===== src/rtl/pdh_pkg.sv =====
package pdh_pkg;
  localparam int NUM_PD_PINS = 2;

  // A request exists when any armed power-down pin is high.
  function automatic logic pd_request(input logic [NUM_PD_PINS-1:0] pins,
                                      input logic [NUM_PD_PINS-1:0] armed);
    return |(pins & armed);
  endfunction
endpackage


===== src/rtl/pdh_hold_reg.sv =====
module pdh_hold_reg #(
  parameter int WIDTH = 8
) (
  input  logic             clk,
  input  logic             rst,
  input  logic             hold,
  input  logic [WIDTH-1:0] d,
  output logic [WIDTH-1:0] q
);
  always_ff @(posedge clk) begin
    if (rst)       q <= '0;
    else if (!hold) q <= d;
  end
endmodule


===== src/rtl/pdh_wake_ctl.sv =====
module pdh_wake_ctl #(
  parameter int WAKE_CYCLES = 20
) (
  input  logic clk,
  input  logic rst,
  input  logic req,
  output logic hold,
  output logic ready
);
  localparam int CW = (WAKE_CYCLES < 2) ? 1 : $clog2(WAKE_CYCLES + 1);
  localparam logic [CW-1:0] LOAD = CW'(WAKE_CYCLES - 1);

  logic [CW-1:0] cnt_q;

  assign hold = req || (cnt_q != '0);

  always_ff @(posedge clk) begin
    if (rst) begin
      cnt_q <= '0;
      ready <= 1'b0;
    end else begin
      if (req)              cnt_q <= LOAD;
      else if (cnt_q != '0) cnt_q <= cnt_q - 1'b1;
      ready <= !hold;
    end
  end
endmodule


===== src/rtl/pdh_clk_gate.sv =====
module pdh_clk_gate (
  input  logic clk,
  input  logic rst,
  input  logic run,
  output logic gate_en,
  output logic gclk
);
  // The enable changes only while clk is low, so gclk has no runt pulse.
  always_ff @(negedge clk) begin
    if (rst) gate_en <= 1'b0;
    else     gate_en <= run;
  end

  assign gclk = clk & gate_en;
endmodule


===== src/rtl/pdn_hold_unit.sv =====
module pdn_hold_unit #(
  parameter int N_IN        = 8,
  parameter int N_OUT       = 8,
  parameter int WAKE_CYCLES = 20
) (
  input  logic                                clk,
  input  logic                                rst,
  input  logic [pdh_pkg::NUM_PD_PINS-1:0]     pd_pin,
  input  logic [pdh_pkg::NUM_PD_PINS-1:0]     pd_en,
  input  logic [N_IN-1:0]                     pin_in,
  input  logic [N_OUT-1:0]                    core_out,
  input  logic [N_OUT-1:0]                    core_oe,
  output logic [N_IN-1:0]                     core_in,
  output logic [pdh_pkg::NUM_PD_PINS-1:0]     core_pd_in,
  output logic                                core_clk,
  output logic                                core_clk_en,
  output logic [N_OUT-1:0]                    pin_out,
  output logic [N_OUT-1:0]                    pin_oe,
  output logic                                wake_ready
);
  localparam int NPD = pdh_pkg::NUM_PD_PINS;

  logic           req;
  logic           hold;
  logic [NPD-1:0] pd_held;

  assign req = pdh_pkg::pd_request(pd_pin, pd_en);

  pdh_wake_ctl #(.WAKE_CYCLES(WAKE_CYCLES)) u_wake (
    .clk(clk), .rst(rst), .req(req), .hold(hold), .ready(wake_ready)
  );

  pdh_hold_reg #(.WIDTH(N_IN)) u_in_hold (
    .clk(clk), .rst(rst), .hold(hold), .d(pin_in), .q(core_in)
  );

  pdh_hold_reg #(.WIDTH(N_OUT)) u_out_hold (
    .clk(clk), .rst(rst), .hold(hold), .d(core_out), .q(pin_out)
  );

  pdh_hold_reg #(.WIDTH(N_OUT)) u_oe_hold (
    .clk(clk), .rst(rst), .hold(hold), .d(core_oe), .q(pin_oe)
  );

  pdh_hold_reg #(.WIDTH(NPD)) u_pd_hold (
    .clk(clk), .rst(rst), .hold(hold), .d(pd_pin), .q(pd_held)
  );

  // An armed pin leaves the logic path and reads as constant zero.
  for (genvar i = 0; i < NPD; i++) begin : g_pd_mask
    assign core_pd_in[i] = pd_en[i] ? 1'b0 : pd_held[i];
  end

  pdh_clk_gate u_gate (
    .clk(clk), .rst(rst), .run(wake_ready), .gate_en(core_clk_en), .gclk(core_clk)
  );
endmodule


===== config.mk =====
export PLATFORM = sky130hd
export DESIGN_NAME = pdn_hold_unit
export DESIGN_NICKNAME = d
export VERILOG_FILES = /design/src/rtl/pdh_pkg.sv /design/src/rtl/pdh_hold_reg.sv /design/src/rtl/pdh_wake_ctl.sv /design/src/rtl/pdh_clk_gate.sv /design/src/rtl/pdn_hold_unit.sv
export SDC_FILE = /design/constraint.sdc
export NUM_CORES = 1
export LEC_CHECK = 0
export ABC_AREA = 0
export BUFFER_PORTS_ARGS = -buffer_cell sky130_fd_sc_hd__buf_2
export CAP_MARGIN = 40
export CORE_MARGIN = 10
export CORE_UTILIZATION = 30
export CTS_CLUSTER_DIAMETER = 200
export CTS_CLUSTER_SIZE = 20
export DETAILED_ROUTE_END_ITERATION = 8
export GPL_TIMING_DRIVEN = 1
export PLACE_DENSITY_LB_ADDON = 0.25
export SYNTH_ARGS = -nofsm -noshare
export SYNTH_HDL_FRONTEND = slang
export SYNTH_SLANG_ARGS = --single-unit

===== constraint.sdc =====
create_clock -name clk -period 2.2 [get_ports clk]
set_clock_uncertainty 0.15 [all_clocks]
set_input_delay 0.22 -clock clk [delete_from_list [all_inputs] [get_ports clk]]
set_output_delay 0.22 -clock clk [all_outputs]
set_load 0.1 [all_outputs]

==> impl_results.md <==
- Status: finished, violations left
- Failing checks: negative setup slack
- Initial DRT Pass Iterations: 4
- Final hold vios: 0
- Sequential group share of total power: 34.3%
- Post-Syn Nets: 183
- Seq/Total Area, Yosys: 51.0%
- Mapped Avg Cell Area: 8.52 um^2
- Internal Pwr Total: 0.00121 W
- Vias in the first global route: 1474
- Largest cells by area after synthesis: dfxtp_1 (51%), a21oi_1 (11%), nand3_1 (10%), o21ai_0 (10%), clkbuf_1 (2.9%)
- Fillers: 379
- Place WS: -116 ps
- Net Sw Frac: 38.7%
- Asr flop ratio synth: 0%
- Antenna violations before repair: 0
- Area delta synth->final: 62.8%
- Met2 usage: 18.9%
- Leak: 0.914 nW
- Area share of the leading cell type in the synthesized netlist: 51.0%
- Total track usage: 12.4%
- Sw power: 0.000767 W
- CTS tree: built
- DP HPWL: 2610 um
- # IOs: 59
- GPL Wtd Cong: 0.729
- Final #Nets: 269
- Largest area contributor in the netlist: dfxtp_1
- Core Region: 4090 um^2
- EDFF count, synth: 0
- Critical path launch point type: flip-flop
- Skew-Pair Late Insertion Delay: 390 ps
- Post-route design area: 2110 um^2
- Power Total: 0.00198 W
- Post-Route Setup TNS: -743 ps
- Via Count: 1419
- DRC viols: 0
- M1 GR Usage: 13.3%
- Row count: 23
- Top-count cell post-synth: dfxtp_1
- GRT busiest layer: met2
- Clk slew on worst S/H paths: 70 ps
- Power per Cell Area: 939 nW/um^2
- Max Cap Viol: 0
- Met3 Usage GRT: 6.91%
- Post-route setup slack: -381 ps
- First-pass GRT wire length: 7280 um
- Slew HR: 66.8%
- Postcts setup bufs: 0
- WP data arrival: 2210 ps
- Synthesized area: 1290 um^2
- Critical path fanouts, max: 2
- Die area: 7340 um^2
- GRT overflow: 0
- Via/cell ratio: 4.91
- Logic pwr share: 33.9%
- 1st-iter DRT viols: 69
- Final antenna-violating net count: 0
- Hold slack: 129 ps
- Worst min path class: primary input to flip-flop
- Worst Path Required: 1830 ps
- WL final: 4410 um
- Pin count of the biggest net entering global routing: 33
- Die height: 85.7 um
- Synth Flop Type: dfxtp_1
- Register bit total from synthesis: 33
- Buffers on Ports: 58
- Die Span X: 85.7 um
- Wire per inst: 15.3 um
- Worst setup path class: flip-flop to output pin
- Crit. End Element: output pin
- Final setup violation count: 3
- Share of cells above drive strength 1: 34.7%
- Max Slew Vio Count: 0
- Yosys warnings: 0
- Antenna cell count: 0
- Top cells by count, synth: dfxtp_1 (33), a21oi_1 (28), nand3_1 (26), o21ai_0 (26), clkbuf_1 (10)
- Maximum vdd ir drop: 0.425 mV
- DP Area: 1700 um^2
- Synth Instances: 152
- Starting Density: 31.7%
- RSZ-0062 raised after global routing: yes
- Slew @ Worst Pin: 502 ps
- Clk network pwr share: 31.8%
- Synth cell types: 22
[sequential cells by signal (all words and copies together) (netlist names)]
signal and cells:
u_gate.gate_en 1, u_oe_hold.q 8, u_wake.ready 1, u_out_hold.q 8, u_pd_hold.q 2, u_wake.cnt_q 5
u_in_hold.q 8
[area by class of cell]
class / count / area (um^2) / share of cell area, %
Clock buffer: 10 / 144 / 6.82
Timing Repair Buffer: 91 / 646 / 30.6
Multi-Input combinational cell: 99 / 567 / 26.9
Inverter: 3 / 11.3 / 0.534
Tap cell: 50 / 62.6 / 2.97
Clock inverter: 3 / 12.5 / 0.593
Sequential cell: 33 / 666 / 31.6
[final timing paths]
check,from,to,slack [ps],cells past startpoint
setup reg to reg,u_wake.cnt_q[0]$_SDFFE_PP0N_,u_out_hold.q[2]$_SDFFE_PP0P_,260,6
hold reg to reg,u_pd_hold.q[0]$_SDFFE_PP0P_,u_pd_hold.q[0]$_SDFFE_PP0P_,320,2
hold / removal,pd_en[1],u_in_hold.q[0]$_SDFFE_PP0P_,130,4
setup / recovery,u_gate.gate_en$_SDFF_NP0_,core_clk,-380,2
[power by group through the flow]
stage / clock network [W] / registers, W / logic, W
after floorplan: 0.0000156 / 0.000963 / 0.000212
after global placement: 0.0000162 / 0.000690 / 0.000635
after detailed placement: 0.0000162 / 0.000691 / 0.000636
after CTS: 0.000647 / 0.000679 / 0.000673
after global routing: 0.000689 / 0.000685 / 0.000717
final: 0.000630 / 0.000679 / 0.000672
[layer usage]
layer,vias to the layer above,share of wire [%],wire length [um]
met1,646,45,1960
met3,9,8.6,379
met4,0,2.1,94
met5,-,0,0
li1,710,-,-
met2,54,45,1970
[timing repair]
action	CTS	global route
pin swaps	1	0
hold buffers	26	0
hold endpoints to repair	26	0
gates cloned	0	0
endpoints found under the setup margin	3	3
resized for setup	4	0
[layout by cell type, fill, tap and decap left out]
cell / synthesis / layout
or4b_1: 1 / 1
nor3_1: 2 / 2
clkinv_1: 0 / 1
buf_4: 0 / 6
dlygate4sd3_1: 0 / 26
dfxtp_2: 0 / 1
clkinv_2: 0 / 1
a22o_1: 1 / 1
o21ai_0: 26 / 26
dfxtp_4: 0 / 1
clkbuf_8: 0 / 9
ha_1: 1 / 1
xnor2_1: 3 / 3
buf_12: 0 / 4
buf_2: 4 / 56
nor4_1: 2 / 2
nor4b_2: 0 / 1
a22oi_2: 0 / 1
nor2b_1: 3 / 3
inv_1: 4 / 4
and2_4: 0 / 1
a21oi_1: 28 / 28
dfxtp_1: 33 / 31
mux2_4: 1 / 1
a21oi_2: 1 / 1
o31ai_1: 1 / 1
nand3_1: 26 / 26
[metrics by stage]
stage	std cells	util, %
4_1_cts	289	51.6
6_report	289	51.6
5_1_grt	289	51.6
3_5_place_dp	252	41.6
2_1_floorplan	152	-
3_3_place_gp	252	41.6
[critical path, cell delays in order, from the launching register on]
cell and delay (ps):
dfxtp_4 340, and2_4 140, buf_12 160
[kinds of logic after synthesis]
logic type	share of synthesized area [%]
multiplexers	1.16
flip-flops	51.0
XOR/XNOR	2.03
buffers and inverters	6.28
AND/OR/NAND/NOR	15.2
AO/OA/AOI/OAI	23.4
adder cells (fa/ha/maj)	0.966
(Power assumes the default switching activity.)
